--- src/rtl/pte_ad_pkg.sv ---
package pte_ad_pkg;

    localparam int ENT_W = 64;
    localparam int A_POS = 0;
    localparam int D_POS = 1;

    typedef enum logic [1:0] {
        ACC_LOAD  = 2'd0,
        ACC_STORE = 2'd1,
        ACC_FETCH = 2'd2
    } acc_e;

    typedef enum logic [1:0] {
        MST_OK       = 2'd0,
        MST_MISMATCH = 2'd1,
        MST_ACCERR   = 2'd2
    } mst_e;

    typedef enum logic [1:0] {
        RES_MATCH   = 2'd0,
        RES_NOMATCH = 2'd1,
        RES_MEMERR  = 2'd2,
        RES_FAULT   = 2'd3
    } res_e;

    typedef enum logic [1:0] {
        ST_IDLE  = 2'd0,
        ST_CHECK = 2'd1,
        ST_CAS   = 2'd2,
        ST_READ  = 2'd3
    } st_e;

    typedef struct packed {
        logic [ENT_W-1:0] odd;
        logic [ENT_W-1:0] even;
    } pair_t;

    function automatic logic [ENT_W-1:0] mark_bits(input logic store);
        logic [ENT_W-1:0] m;
        m        = '0;
        m[A_POS] = 1'b1;
        m[D_POS] = store;
        return m;
    endfunction

endpackage

--- src/rtl/pte_ad_mark.sv ---
module pte_ad_mark
    import pte_ad_pkg::*;
(
    input  logic [ENT_W-1:0] ent,
    input  logic             store,
    output logic             need,
    output logic [ENT_W-1:0] newv
);
    always_comb begin
        need = store ? !ent[D_POS] : !ent[A_POS];
        newv = ent | mark_bits(store);
    end
endmodule

--- src/rtl/pte_ad_pair.sv ---
module pte_ad_pair
    import pte_ad_pkg::*;
(
    input  pair_t pin,
    input  logic  idx,
    input  logic  huge,
    input  logic  store,
    output pair_t pout
);
    logic [1:0][ENT_W-1:0] halves_in;
    logic [1:0][ENT_W-1:0] halves_out;

    assign halves_in[0] = pin.even;
    assign halves_in[1] = pin.odd;

    for (genvar h = 0; h < 2; h++) begin : g_half
        logic sel;
        assign sel = huge || (idx == h[0]);
        assign halves_out[h] = sel ? (halves_in[h] | mark_bits(store)) : halves_in[h];
    end

    assign pout.even = halves_out[0];
    assign pout.odd  = halves_out[1];
endmodule

--- src/rtl/pte_ad_ctrl.sv ---
module pte_ad_ctrl
    import pte_ad_pkg::*;
#(
    parameter int PA_W      = 48,
    parameter int RETRY_MAX = 16,
    localparam int RW       = $clog2(RETRY_MAX + 1)
) (
    input  logic             clk,
    input  logic             rst,
    input  logic             in_valid,
    input  logic [ENT_W-1:0] in_pte,
    input  logic [PA_W-1:0]  in_addr,
    input  logic [1:0]       in_acc,
    input  logic             in_huge,
    input  logic             in_debug,
    input  logic             in_hit,
    input  logic             in_hw_walk,
    input  logic             in_idx,
    input  pair_t            in_pair,
    input  logic             need,
    input  logic [ENT_W-1:0] newv,
    input  pair_t            merged,
    input  logic             mem_ack,
    input  logic [1:0]       mem_status,
    input  logic [ENT_W-1:0] mem_rdata,
    output logic [ENT_W-1:0] ent_q,
    output logic             store_q,
    output logic             huge_q,
    output logic             idx_q,
    output pair_t            pair_q,
    output logic             idle,
    output logic             mem_cas,
    output logic             mem_rd,
    output logic [PA_W-1:0]  mem_addr,
    output logic [ENT_W-1:0] mem_cmp,
    output logic [ENT_W-1:0] mem_swp,
    output logic             done,
    output res_e             res,
    output pair_t            out_pair
);
    st_e              st;
    logic [PA_W-1:0]  addr_q;
    logic [ENT_W-1:0] swp_q;
    logic             dbg_q, hit_q, hw_q;
    logic [RW-1:0]    rcnt;

    assign idle     = (st == ST_IDLE);
    assign mem_cas  = (st == ST_CAS);
    assign mem_rd   = (st == ST_READ);
    assign mem_addr = addr_q;
    assign mem_cmp  = ent_q;
    assign mem_swp  = swp_q;

    always_ff @(posedge clk) begin
        if (rst) begin
            st       <= ST_IDLE;
            ent_q    <= '0;
            addr_q   <= '0;
            swp_q    <= '0;
            store_q  <= 1'b0;
            huge_q   <= 1'b0;
            idx_q    <= 1'b0;
            dbg_q    <= 1'b0;
            hit_q    <= 1'b0;
            hw_q     <= 1'b0;
            pair_q   <= '0;
            rcnt     <= '0;
            done     <= 1'b0;
            res      <= RES_MATCH;
            out_pair <= '0;
        end else begin
            done <= 1'b0;
            unique case (st)
                ST_IDLE: begin
                    if (in_valid) begin
                        ent_q   <= in_pte;
                        addr_q  <= in_addr;
                        store_q <= (in_acc == ACC_STORE);
                        huge_q  <= in_huge;
                        idx_q   <= in_idx;
                        dbg_q   <= in_debug;
                        hit_q   <= in_hit;
                        hw_q    <= in_hw_walk;
                        pair_q  <= in_pair;
                        rcnt    <= '0;
                        st      <= ST_CHECK;
                    end
                end
                ST_CHECK: begin
                    if (dbg_q || !hit_q || !hw_q) begin
                        done     <= 1'b1;
                        res      <= hit_q ? RES_MATCH : RES_NOMATCH;
                        out_pair <= pair_q;
                        st       <= ST_IDLE;
                    end else if (!need) begin
                        done     <= 1'b1;
                        res      <= RES_MATCH;
                        out_pair <= pair_q;
                        st       <= ST_IDLE;
                    end else begin
                        swp_q <= newv;
                        st    <= ST_CAS;
                    end
                end
                ST_CAS: begin
                    if (mem_ack) begin
                        if (mem_status == MST_OK) begin
                            done     <= 1'b1;
                            res      <= RES_MATCH;
                            out_pair <= merged;
                            st       <= ST_IDLE;
                        end else if (mem_status == MST_MISMATCH) begin
                            if (rcnt == RW'(RETRY_MAX)) begin
                                done     <= 1'b1;
                                res      <= RES_FAULT;
                                out_pair <= pair_q;
                                st       <= ST_IDLE;
                            end else begin
                                rcnt <= rcnt + 1'b1;
                                st   <= ST_READ;
                            end
                        end else begin
                            done     <= 1'b1;
                            res      <= RES_MEMERR;
                            out_pair <= pair_q;
                            st       <= ST_IDLE;
                        end
                    end
                end
                ST_READ: begin
                    if (mem_ack) begin
                        ent_q <= mem_rdata;
                        st    <= ST_CHECK;
                    end
                end
                default: st <= ST_IDLE;
            endcase
        end
    end
endmodule

--- src/rtl/pte_ad_updater.sv ---
module pte_ad_updater
    import pte_ad_pkg::*;
#(
    parameter int PA_W      = 48,
    parameter int RETRY_MAX = 16
) (
    input  logic             clk,
    input  logic             rst,
    input  logic             in_valid,
    output logic             in_idle,
    input  logic [63:0]      in_pte,
    input  logic [PA_W-1:0]  in_addr,
    input  logic [1:0]       in_acc,
    input  logic             in_huge,
    input  logic             in_debug,
    input  logic             in_hit,
    input  logic             in_hw_walk,
    input  logic             in_idx,
    input  logic [63:0]      in_even,
    input  logic [63:0]      in_odd,
    output logic             mem_cas,
    output logic             mem_rd,
    output logic [PA_W-1:0]  mem_addr,
    output logic [63:0]      mem_cmp,
    output logic [63:0]      mem_swp,
    input  logic             mem_ack,
    input  logic [1:0]       mem_status,
    input  logic [63:0]      mem_rdata,
    output logic             out_done,
    output logic [1:0]       out_res,
    output logic [63:0]      out_even,
    output logic [63:0]      out_odd
);
    pair_t            in_pair, pair_q, merged, out_pair;
    logic [ENT_W-1:0] ent_q, newv;
    logic             need, store_q, huge_q, idx_q;
    res_e             res;

    assign in_pair.even = in_even;
    assign in_pair.odd  = in_odd;

    pte_ad_mark u_mark (
        .ent   (ent_q),
        .store (store_q),
        .need  (need),
        .newv  (newv)
    );

    pte_ad_pair u_pair (
        .pin   (pair_q),
        .idx   (idx_q),
        .huge  (huge_q),
        .store (store_q),
        .pout  (merged)
    );

    pte_ad_ctrl #(.PA_W(PA_W), .RETRY_MAX(RETRY_MAX)) u_ctrl (
        .clk        (clk),
        .rst        (rst),
        .in_valid   (in_valid),
        .in_pte     (in_pte),
        .in_addr    (in_addr),
        .in_acc     (in_acc),
        .in_huge    (in_huge),
        .in_debug   (in_debug),
        .in_hit     (in_hit),
        .in_hw_walk (in_hw_walk),
        .in_idx     (in_idx),
        .in_pair    (in_pair),
        .need       (need),
        .newv       (newv),
        .merged     (merged),
        .mem_ack    (mem_ack),
        .mem_status (mem_status),
        .mem_rdata  (mem_rdata),
        .ent_q      (ent_q),
        .store_q    (store_q),
        .huge_q     (huge_q),
        .idx_q      (idx_q),
        .pair_q     (pair_q),
        .idle       (in_idle),
        .mem_cas    (mem_cas),
        .mem_rd     (mem_rd),
        .mem_addr   (mem_addr),
        .mem_cmp    (mem_cmp),
        .mem_swp    (mem_swp),
        .done       (out_done),
        .res        (res),
        .out_pair   (out_pair)
    );

    assign out_res  = res;
    assign out_even = out_pair.even;
    assign out_odd  = out_pair.odd;
endmodule

--- config.mk ---
export PLATFORM = sky130hd
export DESIGN_NAME = pte_ad_updater
export DESIGN_NICKNAME = d
export VERILOG_FILES = /design/src/rtl/pte_ad_pkg.sv /design/src/rtl/pte_ad_mark.sv /design/src/rtl/pte_ad_pair.sv /design/src/rtl/pte_ad_ctrl.sv /design/src/rtl/pte_ad_updater.sv
export SDC_FILE = /design/constraint.sdc
export NUM_CORES = 1
export LEC_CHECK = 0
export ABC_AREA = 0
export BUFFER_PORTS_ARGS = -buffer_cell sky130_fd_sc_hd__buf_2
export CAP_MARGIN = 20
export CORE_AREA = 2 2 243 245
export CTS_CLUSTER_DIAMETER = 60
export DETAILED_ROUTE_END_ITERATION = 7
export DIE_AREA = 0 0 245 247
export GPL_ROUTABILITY_DRIVEN = 0
export PLACE_DENSITY = 0.59
export SLEW_MARGIN = 20
export SYNTH_ARGS = -nofsm -noshare
export SYNTH_HDL_FRONTEND = slang
export SYNTH_SLANG_ARGS = --single-unit
--- constraint.sdc ---
create_clock -name clk -period 2.9 [get_ports clk]
set_clock_uncertainty 0.2 [all_clocks]
set_input_delay 0.435 -clock clk [delete_from_list [all_inputs] [get_ports clk]]
set_output_delay 0.435 -clock clk [all_outputs]
set_load 0.02 [all_outputs]
==> summary.md, run 1 <==
The highest clock rate was 385 MHz; the number of resized instances in the post-cts repair step was 0. The worst endpoint required time was 3.21 ns; the number of distinct library cells after synthesis was 43. Maximum number of pins on one net before global-route repair: 114. For this run, the detailed router's first-pass iteration total came to 7. At the end of the flow, the number of nets in the layout was 3111.

For this run, the number of Yosys warnings is 0. The launching element type of the critical path is a register. The run gives 0.562 as the worst slew slack as a fraction of its limit. Setup violations remaining at the end of the flow were counted as 0. Setup slack on the worst reg-to-reg path comes out at 0.30 ns. After synthesis, the mean cell area works out to 8.20 sq um. The tools report the number of top-level pins as 627.

The longest clock path from root to sink contains 3 buffers. Synthesis produced a netlist whose cell count is 2086. The core outline area was 58200 sq um. The run finished with clean final reports. The total of max-cap violations was 0; the combined global-route utilization of all metal layers was 0.190. Path type of the worst min-delay path: input pin to register.

Measured in cells, the most critical reg-to-reg path has a length of 7. After global routing the overflow that remains totals 0. When the netlist entered floorplanning its net count stood at 2409. The tools report the final setup TNS as 0 ns. For the number of antenna-violating nets in the routed design, the log shows 0. Of all nets on the critical path, the largest fanout is 70.

The die area is 60500 sq um, and the final number of max-transition violations is 0. Part of the Yosys area used for sequential elements: 0.524. The fraction of synthesized cell area taken by the top area cell type was 0.524. At the pin with the least slew margin, the transition time is 0.657 ns. The later pin in the worst-skew pair is clocked with a latency of 0.59 ns. After clock tree synthesis, the clock-pin slew on the worst setup and hold paths is 0.06 ns.

The overall routed net length was 61000 um. For the number of H-tree levels, the log shows 2. The width of the die works out to 245 um. The share of final-layout standard cells stronger than drive strength 1 came out at 0.269.

Clock tree synthesis selected as its root buffer the cell sky130_fd_sc_hd__clkbuf_16. The critical path ends at u_ctrl.store_q. Yosys attributes the largest share of cell area to sky130_fd_sc_hd__dfxtp_1 (52%), sky130_fd_sc_hd__a21oi_1 (11%), sky130_fd_sc_hd__nand2_1 (11%). For the total number of vias, the log shows 17375.

In this run the static leakage power is 10.3 nW. Power density over the cells: 626 nW/um^2. The cell area that synthesis handed to floorplanning was 17100 sq um. The final HPWL from detailed placement was 41100 um; the time the worst path needs with I/O delays and setup was 2.60 ns.

The worst setup path is captured at a register. The final number of hold-violating endpoints was 0; the clock sink total was 448. Average routed wire per standard cell: 16.9 um.

The library cell used most frequently in the layout, excluding fill and tap cells, is sky130_fd_sc_hd__buf_2. The clock buffer count from CTS was 51; the quantity of I/O buffers inserted on ports was 626. For the number of global-route vias before repair, the log shows 17011. Before CTS, the worst setup slack after placement is 0.367 ns. The share of the clock period used by the worst path after layout works out to 0.896. The number of antenna violations at the first check in global routing was 5.

Using the TritonRoute via totals, the vias-per-cell ratio works out to 4.82. Setup repair after global routing left no endpoint under its margin. For this block, the initial DRC count from the detailed router was 892. The area growth from synthesis to layout is 44.0%. The number of register bits inferred by synthesis is 448, and the peak supply drop is 0.498 mV. Measured along the y axis, the die boundary spans 247 um. For the worst setup path, the data arrival time is 2.90 ns. Initial cell density of the core: 0.294. TritonCTS built the clock tree. The first global-routing pass estimated 91900 um of wire. In the routed design, unresolved DRC markers number 0. The setup path with the least slack is of type register to register.

The largest area contributor in the synthesized netlist is sky130_fd_sc_hd__dfxtp_1. The top cell types in the final layout, fill and taps aside, are sky130_fd_sc_hd__buf_2 (625), sky130_fd_sc_hd__nand2_1 (490), sky130_fd_sc_hd__dfxtp_1 (448). In this run the critical register-to-register path is launched from u_ctrl.st[0]. The row count is 89. The endpoint of the lowest-slack register-to-register path was u_ctrl.store_q. The final worst setup slack came out at 0.302 ns.

Launching instance or port of the critical path: u_ctrl.st[0].
-- layout make-up --
class	instances	area (sq um)
antenna	5	12.5
clock buffer	75	1530
clock inverter	16	214
fill	5727	33600
inverter	8	30.0
multi-input combinational	1384	6970
sequential	448	8970
tap	773	967
timing repair buffer	895	5950
-- per-layer routing --
metal  routed length (um)  up-vias  global-route usage
met5                    0        -                   0
met4                 2410        0              0.0782
met3                 3690      142              0.0354
met2                30900      705               0.343
met1                24000     8111               0.220
li1                     -     8417                   -
-- per-stage QoR --
step	hold slack [ns]	cell area [sq um]	power (mW)	util	instances
final	0.0321	24600	15.4	0.423	3604
after global routing	0.00491	24600	16.1	0.423	3603
after floorplan	0.233	17100	8.01	-	2086
after global placement	0.239	20600	8.68	0.354	3280
after detailed placement	0.244	20600	8.72	0.354	3280
after CTS	0.0000229	24600	15.6	0.423	3599
-- kinds of logic (layout without fill, tap and decap cells) --
kind of cell             count (synthesis)  in the layout  synth area share
AO/OA/AOI/OAI                          584            584             0.185
adder cells (fa/ha/maj)                  6              6           0.00439
AND/OR/NAND/NOR                        725            725             0.174
buffers and inverters                  254            994            0.0724
multiplexers                            69             69            0.0407
other                                    0              5                 0
flip-flops                             448            448             0.524
-- sequential cells by signal, summed over array words and instances (netlist names) --
name             count
u_ctrl.store_q       1
u_ctrl.huge_q        1
u_ctrl.rcnt          5
u_ctrl.done          1
u_ctrl.hw_q          1
u_ctrl.idx_q         1
u_ctrl.mem_swp      64
u_ctrl.ent_q        64
u_ctrl.mem_addr     48
u_ctrl.res           2
u_ctrl.dbg_q         1
u_ctrl.pair_q      128
u_ctrl.st            2
u_ctrl.out_pair    128
u_ctrl.hit_q         1
-- timing repair --
item,4_1_cts,5_1_grt
endpoints found under the hold margin,207,0
buffers inserted,0,0
hold buffers,228,0
-- critical path, stage by stage (launching register included) --
cell and delay [ns]:
sky130_fd_sc_hd__dfxtp_1 0.36, sky130_fd_sc_hd__inv_1 0.10, sky130_fd_sc_hd__ha_1 0.35, sky130_fd_sc_hd__and2_4 0.30, sky130_fd_sc_hd__buf_12 0.31, sky130_fd_sc_hd__nand3b_1 0.14, sky130_fd_sc_hd__dlygate4sd3_1 0.60, sky130_fd_sc_hd__a21oi_1 0.14
-- cells in the mapped netlist, drive strengths merged --
library cell,instances
nand2,493
dfxtp,448
a21oi,374
clkbuf,135
nand3,126
o21ai,126
buf,111
nor2,75
a211oi,68
mux2i,68
inv,8
nor3,7
ha,6
nand2b,4
nand4,4
nor2b,4
a31oi,2
and2,2
nand3b,2
nand4b,2
o211a,2
o22ai,2
o32ai,2
a2111oi,1
a2bb2oi,1
a311oi,1
a32o,1
a41oi,1
and3,1
and4b,1
and4bb,1
mux2,1
nor4,1
nor4b,1
o2111ai,1
o311ai,1
o41ai,1
or4,1
-- worst min-delay path by stage --
stage	slack, ns	end	cells past startpoint	from
floorplan	0.23	u_ctrl.pair_q[65]	2	u_ctrl.pair_q[65]
global placement	0.24	u_ctrl.mem_addr[1]	2	u_ctrl.mem_addr[1]
detailed placement	0.24	u_ctrl.mem_swp[32]	2	u_ctrl.mem_swp[32]
CTS	0.00002	u_ctrl.ent_q[20]	3	in_pte[20]
global route	0.005	u_ctrl.ent_q[53]	3	mem_rdata[53]
finish	0.03	u_ctrl.ent_q[54]	3	mem_rdata[54]
-- where the power goes --
part	internal, mW	leakage (nW)	switching, mW	total (mW)
registers	6.50	3.66	0.221	6.72
logic	0.858	5.79	1.27	2.13
clock network	4.01	0.860	2.58	6.59
total	11.4	10.3	4.07	15.4
Power figures use the tool's default switching activity.
==> run 2, diff against run 1 <==
- PLACE_DENSITY: 0.59 -> 0.57
- SLEW_MARGIN: 20 -> not set
- clock period: 2.9 -> 2.7 ns (I/O delays scaled with it)
==> summary.md, run 2 (synthesis gave the netlist of run 1 again) <==
The time the worst path needs with I/O delays and setup came out at 2.37 ns (-0.227 ns). The tree is rooted in a sky130_fd_sc_hd__clkbuf_16. The maximum number of pins on one net before global-route repair was 134 (+18%). The worst endpoint required time is 2.99 ns (-0.22 ns). The highest clock rate was 422 MHz (+9.6%); the clock transition time at the flip-flop clock pins of the worst setup and hold paths was 0.06 ns (about the same). The tools report the number of top-level pins as 627 (unchanged). The count of buffer and inverter cells on the critical path was 2 (-1). Grouping stages by cell kind, the critical path spends the most delay in simple AND/OR/NAND/NOR gates. The final setup TNS was 0 ns (unchanged); the measured slew at the worst slew-check pin was 0.614 ns (-0.0427 ns).

The most frequent standard cell in the layout excluding fill and tap cells was sky130_fd_sc_hd__buf_2. The number of antenna violations at the first check in global routing was 3 (-2); the width of the die was 245 um (unchanged). The number of resized instances in the post-cts repair step was 0 (unchanged). The leakage power summed over all cells came out at 10.6 nW (+2.5%). Relative to the synthesized area, the layout overhead comes to 47.5%.

The power density over the cells came out at 651 nW/um^2 (+3.9%). The tools report the total congestion overflow as 0 (unchanged). The critical path depth in cells works out to 7 (unchanged). The logs give 61300 um (+0.53%) for the overall routed net length and 5 (-2) for the number of search-and-repair iterations in the first detailed-routing pass. The share of the clock period used by the worst path after layout is 0.878 (-0.0177), and the core outline area is 58200 sq um (unchanged). The run gives 50 (-2.0%) as the clock buffer count from CTS. TritonCTS built the clock tree. In this run the worst hold path is classified as input pin to register.

The mean number of vias per cell is 4.78 (-0.87%). Data arrival time of the critical path: 2.66 ns (-0.24 ns). The row count is 89 (unchanged). The run finished with clean final reports. The signal on the critical path passes through inv_1 > ha_1 > buf_4 > nor2b_1 > nor4b_1 > a31oi_1 > a311oi_1. The largest registers in the layout are u_ctrl.out_pair x128, u_ctrl.pair_q x128. The number of buffers inserted to repair setup after CTS is 0 (unchanged). The library cells used most frequently in the layout, excluding fill and tap cells, are sky130_fd_sc_hd__buf_2 (625), sky130_fd_sc_hd__nand2_1 (490), sky130_fd_sc_hd__dfxtp_1 (448). The y dimension of the die is 247 um (unchanged), and the peak supply drop is 0.508 mV (+2.0%).

The die area was 60500 sq um (unchanged); the maximum number of buffers from clock root to sink was 3 (unchanged). The run gives 5688 (-0.68%) as the number of fillers in the final layout. Setup repair after global routing left no endpoint under its margin. The initial detailed-routing violation count was 961 (+7.7%); the total of max-cap violations was 0 (unchanged). Average routed wire per standard cell: 16.7 um (-1.2%).

Logic depth of the worst register-to-register path: 7 (unchanged). The tools report the final number of hold-violating endpoints as 0 (unchanged). Cell at the slowest stage of the critical path: sky130_fd_sc_hd__nor4b_1.

The logs give 0.590 (+0.0285) for the worst slew slack as a fraction of its limit and 0 (unchanged) for the number of antenna-violating nets in the routed design. The DRC violation count after routing came out at 0 (unchanged). The final HPWL from detailed placement was 40600 um (-1.2%).

The endpoint class of the critical path is a register. The tools report the global-route wire length before repair as 92900 um (+1.1%). The share of final-layout standard cells stronger than drive strength 1 is 0.267 (-0.00250).

The clock latency at the later pin of the worst-skew pair is 0.58 ns (about the same). The run gives 0.294 (unchanged) as the initial cell density of the core. Launching element type of the critical path: a register. Total number of vias: 17529 (+0.89%). The logs give 16920 (-0.53%) for the number of global-route vias before repair and 448 (unchanged) for the clock sink total. The worst hold path depth is 3 (unchanged), and the setup violation total in the final timing report is 0 (unchanged). The run gives 0.433 (+0.0102) as the final core utilization. The number of H-tree levels was 2 (unchanged); the final number of max-transition violations was 0 (unchanged).

The logs give 3174 (+2.0%) for the layout net count and 0.192 (+0.00163) for the combined global-route utilization of all metal layers. The largest driver fanout on the critical path is 17 (-76%). The peak per-stage delay on the critical path is 0.53 ns (-0.07 ns). The start-to-end type of the worst setup path is register to register. The quantity of I/O buffers inserted on ports is 626 (unchanged).
-- run 2: cell count changes in the layout (fill, tap and decap cells not counted), sizes merged --
cell / previous run / this run
clkbuf: 75 / 72
inv: 12 / 8
bufinv: 4 / 2
buf: 667 / 674
dlygate4sd3: 228 / 285
clkinvlp: 1 / 2
clkinv: 7 / 15
-- run 2: routing by layer --
layer | wire length (um) | GRT usage | vias to the layer above
met2 | 30400 | 0.333 | 668
li1 | - | - | 8557
met3 | 3700 | 0.0377 | 142
met5 | 13 | 0 | -
met1 | 24700 | 0.231 | 8160
met4 | 2600 | 0.0805 | 2
-- run 2: path summary, 6_finish.rpt --
kind                            from            endpoint  slack (ns)
setup / recovery        u_ctrl.st[0]      u_ctrl.rcnt[2]        0.33
hold / removal            in_pte[59]    u_ctrl.ent_q[59]        0.04
setup reg to reg        u_ctrl.st[0]      u_ctrl.rcnt[2]        0.33
hold reg to reg   u_ctrl.mem_swp[50]  u_ctrl.mem_swp[50]        0.25
-- run 2: what timing repair did --
item / 4_1_cts / 5_1_grt
hold endpoints to repair: 234 / 1
endpoints found under the setup margin: 0 / 0
hold buffers: 283 / 2
-- run 2: stage by stage --
step	power, mW	instances	worst slack [ns]	hold slack (ns)	area [sq um]
after floorplan	8.61	2086	0.460	0.233	17100
final	16.4	3668	0.329	0.0372	25200
after detailed placement	9.37	3287	0.381	0.243	20700
after CTS	16.6	3661	0.360	0.000600	25200
after global routing	17.1	3664	0.161	0.0275	25200
after global placement	9.34	3287	0.413	0.239	20700
-- run 2: worst min-delay path: cells and delay by family --
kind | cells | cell delay [ns]
multiplexers | 1 | 0.17
buffers and inverters | 1 | 0.10
AO/OA/AOI/OAI | 1 | 0.10
-- run 2: cell type report --
| class | count | area [sq um] | share of cell area |
|---|---|---|---|
| Sequential cell | 448 | 8970 | 0.356 |
| Multi-Input combinational cell | 1384 | 6970 | 0.276 |
| Timing Repair Buffer | 959 | 6590 | 0.261 |
| Clock buffer | 72 | 1510 | 0.0597 |
| Tap cell | 773 | 967 | 0.0383 |
| Clock inverter | 19 | 184 | 0.00729 |
| Inverter | 8 | 30.0 | 0.00119 |
| Antenna cell | 5 | 12.5 | 0.000496 |
-- run 2: power breakdown --
group,switching (mW),leakage (nW),internal [mW]
Sequential,0.242,3.66,6.98
Combinational,1.37,6.07,0.985
Clock,2.78,0.837,4.07
Total,4.39,10.6,12.0
==> run 3, diff against run 2 <==
- CORE_AREA: 2 2 243 245 -> 2 2 245 247
- DIE_AREA: 0 0 245 247 -> 0 0 247 249
- PLACE_DENSITY: 0.57 -> 0.63
- SYNTH_HIERARCHICAL: not set -> 1
==> summary.md, run 3 <==
The quantity of I/O buffers inserted on ports is 626 (unchanged), and the fraction of synthesized cell area taken by the top area cell type is 0.433 (-0.0916). The post-synthesis instance area was 20700 sq um (+21%); the share of the clock period used by the worst path after layout was 0.943 (+0.0644). The most common cell in the synthesized netlist is sky130_fd_sc_hd__nand2_1. The measured slew at the worst slew-check pin was 0.807 ns (+0.192 ns). The worst hold path depth works out to 3 (unchanged). The dominant register cell in the synthesized netlist was sky130_fd_sc_hd__dfxtp_1.

The peak per-stage delay on the critical path was 0.42 ns (-0.11 ns); the logic depth of the worst register-to-register path was 6 (-1). The die area was 61500 sq um (+1.6%); the share of final-layout standard cells stronger than drive strength 1 was 0.287 (+0.0200). The detailed-routing wirelength on met1 was 27800 um (+13%).

The leakage power summed over all cells is 11.6 nW (+9.7%), and the power density over the cells is 641 nW/um^2 (-1.5%). The tools report the data arrival time of the critical path as 2.85 ns (+0.19 ns). The number of flops mapped to enable cells by yosys is 0 (unchanged). Number of distinct library cells after synthesis: 39 (-9.3%). Y dimension of the die: 249 um (+0.81%). The peak supply drop was 0.548 mV (+7.9%); the time the worst path needs with I/O delays and setup was 2.55 ns (+0.174 ns).

The total of max-cap violations is 0 (unchanged). The run gives 0 (unchanged) as the final number of hold-violating endpoints. The count of buffer and inverter cells on the critical path was 1 (-1); the initial cell density of the core was 0.353 (+0.0595). The most frequent standard cell in the layout excluding fill and tap cells is sky130_fd_sc_hd__buf_2.

The endpoint class of the critical path was a register. Average routed wire per standard cell: 17.2 um (+2.9%). The largest registers in the layout are u_ctrl/out_pair x128, u_ctrl/pair_q x128. In this run the most critical hold path is launched from in_pte[56].

Traced cell by cell, the critical path runs through ha_1 > nand2_1 > a21o_1 > a21o_4 > buf_12 > a221oi_1. Number of synthesis warnings: 6 (+6). Of all cell types, the one taking the most synthesized area is sky130_fd_sc_hd__dfxtp_1. The mean instance size in the synthesized netlist was 8.56 sq um (+4.4%). The tree is rooted in a sky130_fd_sc_hd__clkbuf_16. The row count came out at 89 (unchanged).

For this design, the slowest cell found on the critical path is sky130_fd_sc_hd__dfxtp_1. The worst setup path is of the register to register kind. The clock transition time at the flip-flop clock pins of the worst setup and hold paths came out at 0.06 ns (about the same). The number of top-level pins is 627 (unchanged), and the highest clock rate is 393 MHz (-6.8%).

The share of synthesized registers carrying an async set or reset was 0 (unchanged); the number of fillers in the final layout was 5463 (-4.0%). The flow ran to the end, and the final reports show no timing, DRC or antenna violations. The mean number of vias per cell is 4.82 (+0.94%).

The logs give 0 (unchanged) for the DRC violation count after routing and 99600 um (+7.3%) for the global-route wire length before repair. For the final HPWL from detailed placement, the log shows 42700 um (+5.1%). The logs give 3 (unchanged) for the maximum number of buffers from clock root to sink and 3351 (+5.6%) for the layout net count. The critical path depth in cells came out at 6 (-1). In the layout the commonest cells are sky130_fd_sc_hd__buf_2 (625), sky130_fd_sc_hd__nand2_1 (497), sky130_fd_sc_hd__dfxtp_1 (448).

The number of register bits inferred by synthesis came out at 448 (unchanged). The largest driver fanout on the critical path was 96 (+79). In the synthesized netlist, the cells that appear most often are sky130_fd_sc_hd__nand2_1 (499), sky130_fd_sc_hd__dfxtp_1 (448), sky130_fd_sc_hd__buf_4 (254). Setup repair after global routing left no endpoint under its margin. The logs give 2745 (+14%) for the total nets after synthesis and 17929 (+6.0%) for the number of global-route vias before repair. For the final design instance area without fill, the log shows 27900 sq um (+11%). The post-synthesis cell count was 2422 (+16%).

Part of the Yosys area used for sequential elements: 0.433 (-0.0916). The tools report the core outline area as 58700 sq um (+0.76%). The highest layer touched by signal routing is met5. The logs give 5 (unchanged) for the number of search-and-repair iterations in the first detailed-routing pass and 3.00 ns (about the same) for the worst endpoint required time. The total met2 wirelength after detailed routing was 30900 um (+1.9%). Path type of the worst min-delay path: input pin to register. The logs give 0 (unchanged) for the setup violation total in the final timing report and 4750 um (+28%) for the total length of routed met3 wires. The overall routed net length is 66100 um (+7.7%), and the final number of max-transition violations is 0 (unchanged). The combined global-route utilization of all metal layers was 0.204 (+0.0119).

The initial detailed-routing violation count came out at 915 (-4.8%). TritonCTS built the clock tree. The total congestion overflow was 0 (unchanged); the clock sink total was 448 (unchanged). The clock buffer count from CTS was 53 (+6.0%). The tools report the beginning of the worst register-to-register path as u_ctrl/st[1]. Launching instance or port of the critical path: u_ctrl/st[1]. The final setup TNS was 0 ns (unchanged); the instance area after placement was 22900 sq um (+11%). The clock latency at the later pin of the worst-skew pair is 0.60 ns (+0.02 ns). After synthesis, the cell types taking the most area are sky130_fd_sc_hd__dfxtp_1 (43%), sky130_fd_sc_hd__buf_4 (9.2%), sky130_fd_sc_hd__nand2_1 (9.0%). The number of H-tree levels was 2 (unchanged). The final core utilization was 0.475 (+0.0422). The run gives 0.462 (-0.128) as the worst slew slack as a fraction of its limit.

The width of the die is 247 um (+0.82%), and the number of antenna violations at the first check in global routing is 10 (+7). The total number of vias was 18534 (+5.7%). Relative to the synthesized area, the layout overhead comes to 34.6%.

The logs give 105 (-22%) for the maximum number of pins on one net before global-route repair and 0 (unchanged) for the number of antenna-violating nets in the routed design. The kind of cell with the highest combined delay along the critical path is compound AO/OA/AOI/OAI gates. The launching element type of the critical path is a register. The run gives 0.0507 ns (+0.0134 ns) as the worst hold margin.
## run 3: cell types whose count changed after synthesis, moves of 10 or more
cell and change:
sky130_fd_sc_hd__nor2b_1 +126, sky130_fd_sc_hd__inv_1 +127, sky130_fd_sc_hd__a211oi_1 +127, sky130_fd_sc_hd__nand3_1 -123, sky130_fd_sc_hd__buf_6 +10, sky130_fd_sc_hd__buf_2 +20
sky130_fd_sc_hd__clkbuf_1 -14, sky130_fd_sc_hd__o21ai_1 -10, sky130_fd_sc_hd__buf_4 +192, sky130_fd_sc_hd__a21oi_1 -124, sky130_fd_sc_hd__o21ai_0 -110, sky130_fd_sc_hd__a221oi_2 +100
sky130_fd_sc_hd__a221oi_1 +29
## run 3: path summary, 6_finish.rpt
path | end | slack [ns]
setup / recovery | u_ctrl/out_pair[2] | 0.15
hold / removal | u_ctrl/ent_q[56] | 0.05
setup reg to reg | u_ctrl/out_pair[2] | 0.15
hold reg to reg | u_ctrl/mem_addr[3] | 0.25
## run 3: kinds of logic after synthesis
group | Yosys count | synth area share
multiplexers | 68 | 0.0330
flip-flops | 448 | 0.433
buffers and inverters | 582 | 0.159
AND/OR/NAND/NOR | 729 | 0.152
other | 1 | 0.000181
AO/OA/AOI/OAI | 588 | 0.220
adder cells (fa/ha/maj) | 6 | 0.00362
## run 3: power breakdown
part           total [mW]  internal [mW]  switching, mW  leakage [nW]
clock                7.23           4.24           2.99         0.871
sequential           7.45           7.10          0.343          3.68
combinational        3.20           1.37           1.83          7.04
total                17.9           12.7           5.16          11.6
## run 3: layer usage
| layer | GRT usage | vias to the layer above |
|---|---|---|
| li1 | - | 9176 |
| met1 | 0.251 | 8555 |
| met2 | 0.339 | 654 |
| met3 | 0.0501 | 137 |
| met4 | 0.0807 | 12 |
| met5 | 0 | - |
## run 3: what timing repair did
action / CTS / global route
hold endpoints to repair: 252 / 0
endpoints found under the setup margin: 0 / 14
setup buffers: 0 / 4
hold buffers: 315 / 0
resized for setup: 0 / 1
## run 3: worst register-to-register path, stage by stage (launching register included)
cell and delay, ns:
sky130_fd_sc_hd__dfxtp_1 0.42, sky130_fd_sc_hd__ha_1 0.35, sky130_fd_sc_hd__nand2_1 0.16, sky130_fd_sc_hd__a21o_1 0.26, sky130_fd_sc_hd__a21o_4 0.25, sky130_fd_sc_hd__buf_12 0.19, sky130_fd_sc_hd__a221oi_1 0.61
## run 3: final cells by class
cell class | instances | area (sq um) | area share
diodes | 4 | 10.0 | 0.000359
clock buffers | 73 | 1510 | 0.0542
clock inverters | 19 | 268 | 0.00960
inverters | 135 | 507 | 0.0182
multi-input cells | 1392 | 8520 | 0.306
flip-flops and latches | 448 | 8970 | 0.321
well taps | 773 | 967 | 0.0347
repair buffers | 998 | 7140 | 0.256
## run 3: stage by stage
| stage | std cells | setup WS [ns] | total power [mW] |
|---|---|---|---|
| global route | 3841 | 0.0183 | 18.6 |
| floorplan | 2422 | 0.569 | 9.71 |
| detailed placement | 3427 | 0.212 | 10.4 |
| finish | 3842 | 0.155 | 17.9 |
| global placement | 3427 | 0.243 | 10.4 |
| CTS | 3834 | 0.0906 | 18.0 |
